$ cat src/rtl/mdio_bridge_pkg.sv
`timescale 1ns/1ps
package mdio_bridge_pkg;

  // Strobes from control to datapath
  typedef struct packed {
    logic load;   // command accepted this cycle
    logic rise;   // MDC rises at this edge: sample MDIO
    logic fall;   // MDC falls at this edge: advance MDIO
    logic last;   // current bit is the final bit of the frame
  } mdioStrb_t;

  typedef enum logic [1:0] {
    PH_IDLE = 2'd0,
    PH_LOW  = 2'd1,
    PH_HIGH = 2'd2
  } mdcPhase_t;

  localparam int ADDR_BITS  = 5;
  localparam int DATA_BITS  = 16;
  localparam int HDR_BITS   = 2 + 2 + ADDR_BITS + ADDR_BITS;   // start, op, phy, reg
  localparam int BODY_BITS  = HDR_BITS + 2 + DATA_BITS;        // plus turnaround

  localparam logic [1:0] START_CODE = 2'b01;
  localparam logic [1:0] OP_WRITE   = 2'b01;
  localparam logic [1:0] OP_READ    = 2'b10;
  localparam logic [1:0] TA_WRITE   = 2'b10;
  localparam logic [1:0] TA_IDLE    = 2'b11;

endpackage

$ cat src/rtl/mdio_ctrl.sv
`timescale 1ns/1ps
module mdio_ctrl
  import mdio_bridge_pkg::*;
#(
  parameter int MDC_HALF  = 4,
  parameter int FRAME_LEN = 64,
  localparam int IDX_W    = $clog2(FRAME_LEN)
) (
  input  logic             clk,
  input  logic             rstN,
  input  logic             startReq,
  output logic             busy,
  output logic             mdc,
  output mdioStrb_t        strb,
  output logic [IDX_W-1:0] bitIdx
);

  localparam int DIV_W = (MDC_HALF > 1) ? $clog2(MDC_HALF) : 1;
  localparam logic [DIV_W-1:0] DIV_LAST = DIV_W'(MDC_HALF - 1);
  localparam logic [IDX_W-1:0] IDX_LAST = IDX_W'(FRAME_LEN - 1);

  mdcPhase_t        phase;
  logic [DIV_W-1:0] divCnt;
  logic             halfDone;
  logic             mdcQ;

  always_comb begin
    halfDone  = (divCnt == DIV_LAST);
    strb.load = (phase == PH_IDLE) && startReq;
    strb.rise = (phase == PH_LOW)  && halfDone;
    strb.fall = (phase == PH_HIGH) && halfDone;
    strb.last = (bitIdx == IDX_LAST);
  end

  always_ff @(posedge clk or negedge rstN) begin
    if (!rstN) begin
      phase  <= PH_IDLE;
      divCnt <= '0;
      bitIdx <= '0;
      mdcQ   <= 1'b0;
    end else begin
      case (phase)
        PH_IDLE: begin
          if (strb.load) begin
            phase  <= PH_LOW;
            divCnt <= '0;
            bitIdx <= '0;
          end
        end
        PH_LOW: begin
          if (halfDone) begin
            phase  <= PH_HIGH;
            divCnt <= '0;
            mdcQ   <= 1'b1;
          end else begin
            divCnt <= divCnt + 1'b1;
          end
        end
        PH_HIGH: begin
          if (halfDone) begin
            divCnt <= '0;
            mdcQ   <= 1'b0;
            if (strb.last) begin
              phase <= PH_IDLE;
            end else begin
              phase  <= PH_LOW;
              bitIdx <= bitIdx + 1'b1;
            end
          end else begin
            divCnt <= divCnt + 1'b1;
          end
        end
        default: phase <= PH_IDLE;
      endcase
    end
  end

  assign busy = (phase != PH_IDLE);
  assign mdc  = mdcQ;

endmodule

$ cat src/rtl/mdio_datapath.sv
`timescale 1ns/1ps
module mdio_datapath
  import mdio_bridge_pkg::*;
#(
  parameter int PHY_ADDR  = 1,
  parameter int PRE_LEN   = 32,
  localparam int FRAME_LEN = PRE_LEN + BODY_BITS,
  localparam int IDX_W     = $clog2(FRAME_LEN)
) (
  input  logic                 clk,
  input  logic                 rstN,
  input  mdioStrb_t            strb,
  input  logic [IDX_W-1:0]     bitIdx,
  input  logic                 cmdFlag,
  input  logic [ADDR_BITS-1:0] cmdAddr,
  input  logic [DATA_BITS-1:0] cmdData,
  input  logic                 mdioIn,
  output logic [31:0]          regRdData,
  output logic                 mdioOut,
  output logic                 mdioOe
);

  localparam int TA_START   = PRE_LEN + HDR_BITS;
  localparam int DATA_START = TA_START + 2;

  logic                 flagQ;
  logic [ADDR_BITS-1:0] addrQ;
  logic [DATA_BITS-1:0] dataQ;
  logic                 isReadQ;
  logic                 oeQ;
  logic [FRAME_LEN-1:0] frameSh;
  logic [FRAME_LEN-1:0] frameLoad;
  logic [DATA_BITS-1:0] capSh;
  logic                 nextReleased;
  logic                 inDataPhase;

  // Serial image of the whole frame, MSB leaves first
  always_comb begin
    frameLoad = { {PRE_LEN{1'b1}},
                  START_CODE,
                  cmdFlag ? OP_WRITE : OP_READ,
                  ADDR_BITS'(PHY_ADDR),
                  cmdAddr,
                  cmdFlag ? TA_WRITE : TA_IDLE,
                  cmdFlag ? cmdData  : {DATA_BITS{1'b1}} };
    nextReleased = isReadQ && ((int'(bitIdx) + 1) >= TA_START);
    inDataPhase  = int'(bitIdx) >= DATA_START;
  end

  // Command/status register
  always_ff @(posedge clk or negedge rstN) begin
    if (!rstN) begin
      flagQ   <= 1'b0;
      addrQ   <= '0;
      dataQ   <= '0;
      isReadQ <= 1'b0;
    end else if (strb.load) begin
      flagQ   <= cmdFlag;
      addrQ   <= cmdAddr;
      dataQ   <= cmdData;
      isReadQ <= !cmdFlag;
    end else if (strb.fall && strb.last) begin
      flagQ <= isReadQ;
      if (isReadQ) begin
        dataQ <= capSh;
      end
    end
  end

  // Frame shifter and pin enable
  always_ff @(posedge clk or negedge rstN) begin
    if (!rstN) begin
      frameSh <= '1;
      oeQ     <= 1'b0;
    end else if (strb.load) begin
      frameSh <= frameLoad;
      oeQ     <= 1'b1;
    end else if (strb.fall) begin
      if (strb.last) begin
        frameSh <= '1;
        oeQ     <= 1'b0;
      end else begin
        frameSh <= {frameSh[FRAME_LEN-2:0], 1'b1};
        oeQ     <= !nextReleased;
      end
    end
  end

  // Read data capture on MDC rising edges
  always_ff @(posedge clk or negedge rstN) begin
    if (!rstN) begin
      capSh <= '0;
    end else if (strb.rise && isReadQ && inDataPhase) begin
      capSh <= {capSh[DATA_BITS-2:0], mdioIn};
    end
  end

  assign regRdData = {flagQ, 10'b0, addrQ, dataQ};
  assign mdioOut   = frameSh[FRAME_LEN-1];
  assign mdioOe    = oeQ;

endmodule

$ cat src/rtl/mdio_reg_bridge.sv
`timescale 1ns/1ps
module mdio_reg_bridge
  import mdio_bridge_pkg::*;
#(
  parameter int PHY_ADDR = 1,
  parameter int MDC_HALF = 4,
  parameter int PRE_LEN  = 32
) (
  input  logic        clk,
  input  logic        rstN,
  input  logic        regWrEn,
  input  logic [31:0] regWrData,
  output logic [31:0] regRdData,
  output logic        mdc,
  output logic        mdioOut,
  output logic        mdioOe,
  input  logic        mdioIn
);

  localparam int FRAME_LEN = PRE_LEN + BODY_BITS;
  localparam int IDX_W     = $clog2(FRAME_LEN);

  mdioStrb_t        strb;
  logic [IDX_W-1:0] bitIdx;
  logic             busy;
  logic             unusedRsvBits;

  assign unusedRsvBits = ^regWrData[30:21];

  mdio_ctrl #(
    .MDC_HALF (MDC_HALF),
    .FRAME_LEN(FRAME_LEN)
  ) u_ctrl (
    .clk     (clk),
    .rstN    (rstN),
    .startReq(regWrEn),
    .busy    (busy),
    .mdc     (mdc),
    .strb    (strb),
    .bitIdx  (bitIdx)
  );

  mdio_datapath #(
    .PHY_ADDR(PHY_ADDR),
    .PRE_LEN (PRE_LEN)
  ) u_dp (
    .clk      (clk),
    .rstN     (rstN),
    .strb     (strb),
    .bitIdx   (bitIdx),
    .cmdFlag  (regWrData[31]),
    .cmdAddr  (regWrData[20:16]),
    .cmdData  (regWrData[15:0]),
    .mdioIn   (mdioIn),
    .regRdData(regRdData),
    .mdioOut  (mdioOut),
    .mdioOe   (mdioOe)
  );

endmodule

$ cat config.mk
export PLATFORM = sky130hd
export DESIGN_NAME = mdio_reg_bridge
export DESIGN_NICKNAME = d
export VERILOG_FILES = /design/src/rtl/mdio_bridge_pkg.sv /design/src/rtl/mdio_ctrl.sv /design/src/rtl/mdio_datapath.sv /design/src/rtl/mdio_reg_bridge.sv
export SDC_FILE = /design/constraint.sdc
export NUM_CORES = 1
export LEC_CHECK = 0
export ABC_AREA = 1
export BUFFER_PORTS_ARGS = -buffer_cell sky130_fd_sc_hd__buf_4
export CORE_MARGIN = 4
export CORE_UTILIZATION = 55
export CTS_CLUSTER_DIAMETER = 150
export DETAILED_ROUTE_END_ITERATION = 10
export PLACE_DENSITY = 0.77
export SYNTH_ARGS = -nofsm -noshare
export SYNTH_HDL_FRONTEND = slang
export SYNTH_HIERARCHICAL = 1
export SYNTH_SLANG_ARGS = --single-unit
$ cat constraint.sdc
create_clock -name clk -period 1.93 [get_ports clk]
set_clock_uncertainty 0.1 [all_clocks]
set_input_delay 0.0965 -clock clk [delete_from_list [all_inputs] [get_ports clk]]
set_output_delay 0.0965 -clock clk [all_outputs]
set_load 0.01 [all_outputs]
==> run_results.csv <==
group,metric,value,unit
clocking,root_buffer,"clkbuf_8",
routing,wire_per_inst,14.92,um
power,p_int,7.110,mW
clocking,cts_tree,"built",
run_status,status,"finished clean",
setup_path,startpoint,"u_ctrl/phase[1]$_DFFE_PN0P_",
setup_path,worstReg2RegEnd,"u_dp/frameSh[23]$_DFFE_PN1P_",
placement,post_dp_cell_area,0.005918,sq mm
setup_path,cp.arrival,2240,ps
final_layout,nets,747,
synthesis,synth_seq_cells,115,
floorplan,die_x,106.9,um
sta,relSlewSlack,50.47,%
sta,finalSetupViolCount,0,
setup_path,rrSetupSlack,30,ps
routing,drtIter0Drc,286,
grt,antenna_found_initial,0,
synthesis,yosysWarnings,6,
clocking,clk_path_buf_depth,2,
grt,track_usage,22.84,%
final_layout,drive_gt1_share,28.49,%
routing,via_per_inst,5.342,
setup_path,startpoint_type,"register",
power,power_frac_clock,28.7,%
synthesis,synth.most_common_cell,"nand2_1",
power,pwr-share-seq,39.7,%
floorplan,die_h,106.9,um
floorplan,start_util,57.38,%
clocking,clock-sinks,115,
power,power_leakage,3.215,nW
placement,port_buffers,50,
synthesis,synth_edf_count,0,
synthesis,syn_inst,615,
placement,dp_hpwl,7216,um
power,pwr-share-comb,31.7,%
routing,route.detailed.drc,0,
sta,rsz0062_at_grt,"yes",
setup_path,timing.rr.start,"u_ctrl/phase[1]$_DFFE_PN0P_",
floorplan,row_count,35,
power,swShare,33.17,%
final_layout,fill_cells,629,
placement,gp_congestion,0.8256,
floorplan,dieArea,0.01142,sq mm
power,irDropWorstVdd,0.7904,mV
setup_path,slowest_delay,350,ps
routing,drt-total-wl,12610,um
routing,drtAntennaViolNets,0,
grt,grt_use_met1,28.95,%
setup_path,reg2reg_depth,9,
floorplan,placeableCoreArea,0.009371,sq mm
setup_path,path_cells,"inv_1 > ha_4 > nand2_2 > clkinvlp_4 > nor2_4 > inv_4 > clkbuf_16 > o21ai_1 > nand2_1",
sta,slew_violations,0,
sta,finalCritPeriodShare,98.39,%
setup_path,cp.required,2270,ps
sta,tns,0,ps
synthesis,yosys-top-cells-count,"205 x nand2_1, 94 x o21ai_0, 64 x dfstp_2, 51 x dfrtp_1, 39 x nor2_1",
synthesis,yosysUniqueCellTypes,37,
setup_path,slowest_stage,"dfrtp_1",
routing,dr.pass1.iters,7,
sta,final-hold-violation-count,0,
synthesis,netlist.area_leader.share,31.27,%
synthesis,synth_top_cell_by_area,"dfstp_2",
clocking,htreeDepth,4,
synthesis,async_flop_share,100.0,%
floorplan,ioPinCount,71,
routing,num_vias,4514,
power,powerDensity,1544,mW/mm^2
sta,tightest_slew,740.6,ps
synthesis,syn_area,0.005378,sq mm
sta,min_period,1899,ps
flow_run,cap_violations,0,
grt,gr-total-overflow,0,
hold_path,worstHoldPathType,"in2async",
grt,use_met3,6.020,%
grt,grt_pass1_vias,4279,
power,power.switching,3.529,mW
grt,met2_usage,38.13,%
clocking,clkTransAtPathRegs,60,ps
setup_path,endpoint_kind,"register",
clocking,clock_latency,520,ps
synthesis,syn_avg_cell_area,8.744,sq um
setup_path,crit_type,"reg2reg",
final_layout,syn_to_final_growth,28.15,%
synthesis,seq_area_frac_synth,55.00,%
setup_path,cp_max_fo,20,
grt,grt_pass1_wl,20480,um
final_layout,final_cell_area,0.006892,sq mm
synthesis,synth_area_leaders,"dfstp_2 31%, dfrtp_1 24%, nand2_1 14%, o21ai_0 8.7%, nor2_1 2.7%",
sta,fmax,0.5266,GHz
grt,grt-busiest-layer,"met2",
clocking,cts_buffers,17,
synthesis,ys.flop_type,"dfstp_2",
final_layout,insertedDiodeCount,0,
grt,grt_max_degree,53,
==> repair_timing <==
item	CTS	global route
gates resized for setup	1	30
pin swaps	0	2
gates cloned	0	2
hold buffers	26	0
hold endpoints to repair	126	0
buffers inserted	0	3
setup endpoints to repair	20	74
==> power by group through the flow <==
stage          Sequential (mW)  Combinational, mW  Clock, mW
6_report                  4.22               3.37       3.05
5_1_grt                   4.33               3.71       3.22
4_1_cts                   4.19               3.12       3.11
3_5_place_dp              4.20               3.03          0
3_3_place_gp              4.17               2.92          0
2_1_floorplan             4.23               1.96          0
==> per-stage QoR <==
stage,instances,setup WS (ps),util (%),hold slack [ps],power (mW)
floorplan,624,166.1,-,-299.1,6.189
global placement,782,23.10,63.15,-5.784,7.098
detailed placement,782,-59.73,63.15,-1.252,7.234
CTS,840,-23.89,72.20,204.0,10.42
global route,845,-43.37,73.54,241.9,11.27
finish,845,31.04,73.54,216.9,10.64
==> logic make-up after synthesis <==
group / share of synthesized area, %
AND/OR/NAND/NOR: 21.43
AO/OA/AOI/OAI: 13.77
flip-flops: 55.00
buffers and inverters: 7.864
adder cells (fa/ha/maj): 1.861
other: 0.06973
==> layout make-up <==
| cell class | instances | area [sq um] | area share [%] |
|---|---|---|---|
| multi-input combinational | 426 | 2058 | 29.87 |
| clock buffer | 20 | 456.7 | 6.627 |
| clock inverter | 12 | 127.6 | 1.852 |
| tap | 129 | 161.4 | 2.342 |
| inverter | 40 | 161.4 | 2.342 |
| sequential | 115 | 2958 | 42.92 |
| timing repair buffer | 103 | 968.4 | 14.05 |
==> registers in the layout, summed over array words and instances (netlist names) <==
name	count
u_ctrl/divCnt	2
u_ctrl/phase	2
u_dp/capSh	16
u_ctrl/mdc	1
u_ctrl/bitIdx	6
u_dp/mdioOe	1
u_dp/isReadQ	1
u_dp/flagQ	1
u_dp/addrQ	5
u_dp/frameSh	64
u_dp/dataQ	16
==> how the worst max path moves through the flow <==
stage | to | cells after the start
finish | u_dp/frameSh[23]$_DFFE_PN1P_ | 9
global route | u_dp/frameSh[23]$_DFFE_PN1P_ | 9
CTS | u_dp/dataQ[13]$_DFFE_PN0P_ | 10
detailed placement | u_dp/frameSh[0]$_DFFE_PN1P_ | 8
global placement | u_dp/frameSh[0]$_DFFE_PN1P_ | 8
floorplan | u_dp/dataQ[10]$_DFFE_PN0P_ | 12
==> cell usage in the layout, fill, tap and decap left out, types with 2 or more instances in the layout <==
cell	count
a21oi_1	2
a31oi_1	17
buf_12	7
buf_4	66
buf_6	2
bufinv_16	2
clkbuf_16	19
clkbuf_8	2
clkinv_2	4
clkinv_4	2
clkinvlp_4	3
conb_1	10
dfrtp_1	51
dfstp_2	64
dlygate4sd3_1	26
ha_1	7
inv_1	33
inv_2	4
inv_4	2
inv_6	2
nand2_1	204
nand2_2	3
nand3_1	9
nand4_1	3
nor2_1	38
nor2_2	2
nor2_4	4
nor3_1	3
nor3_2	3
o21ai_0	79
o21ai_1	20
o21ai_2	4
o22ai_1	6
or2_2	2
==> worst max-delay path, delay by kind of cell (launching register included) <==
kind | cells | cell delay, ps
fa+ha+maj | 1 | 170
simple gates | 3 | 440
buf+inv | 4 | 580
compound gates | 1 | 180
flops | 1 | 350
==> layer usage <==
metal | vias to the layer above | part of all wire [%]
li1 | 2147 | -
met1 | 2136 | 42
met2 | 203 | 50
met3 | 28 | 6.4
met4 | 0 | 1.7
met5 | - | 0
Note: power is estimated with default switching activity, not from simulation.
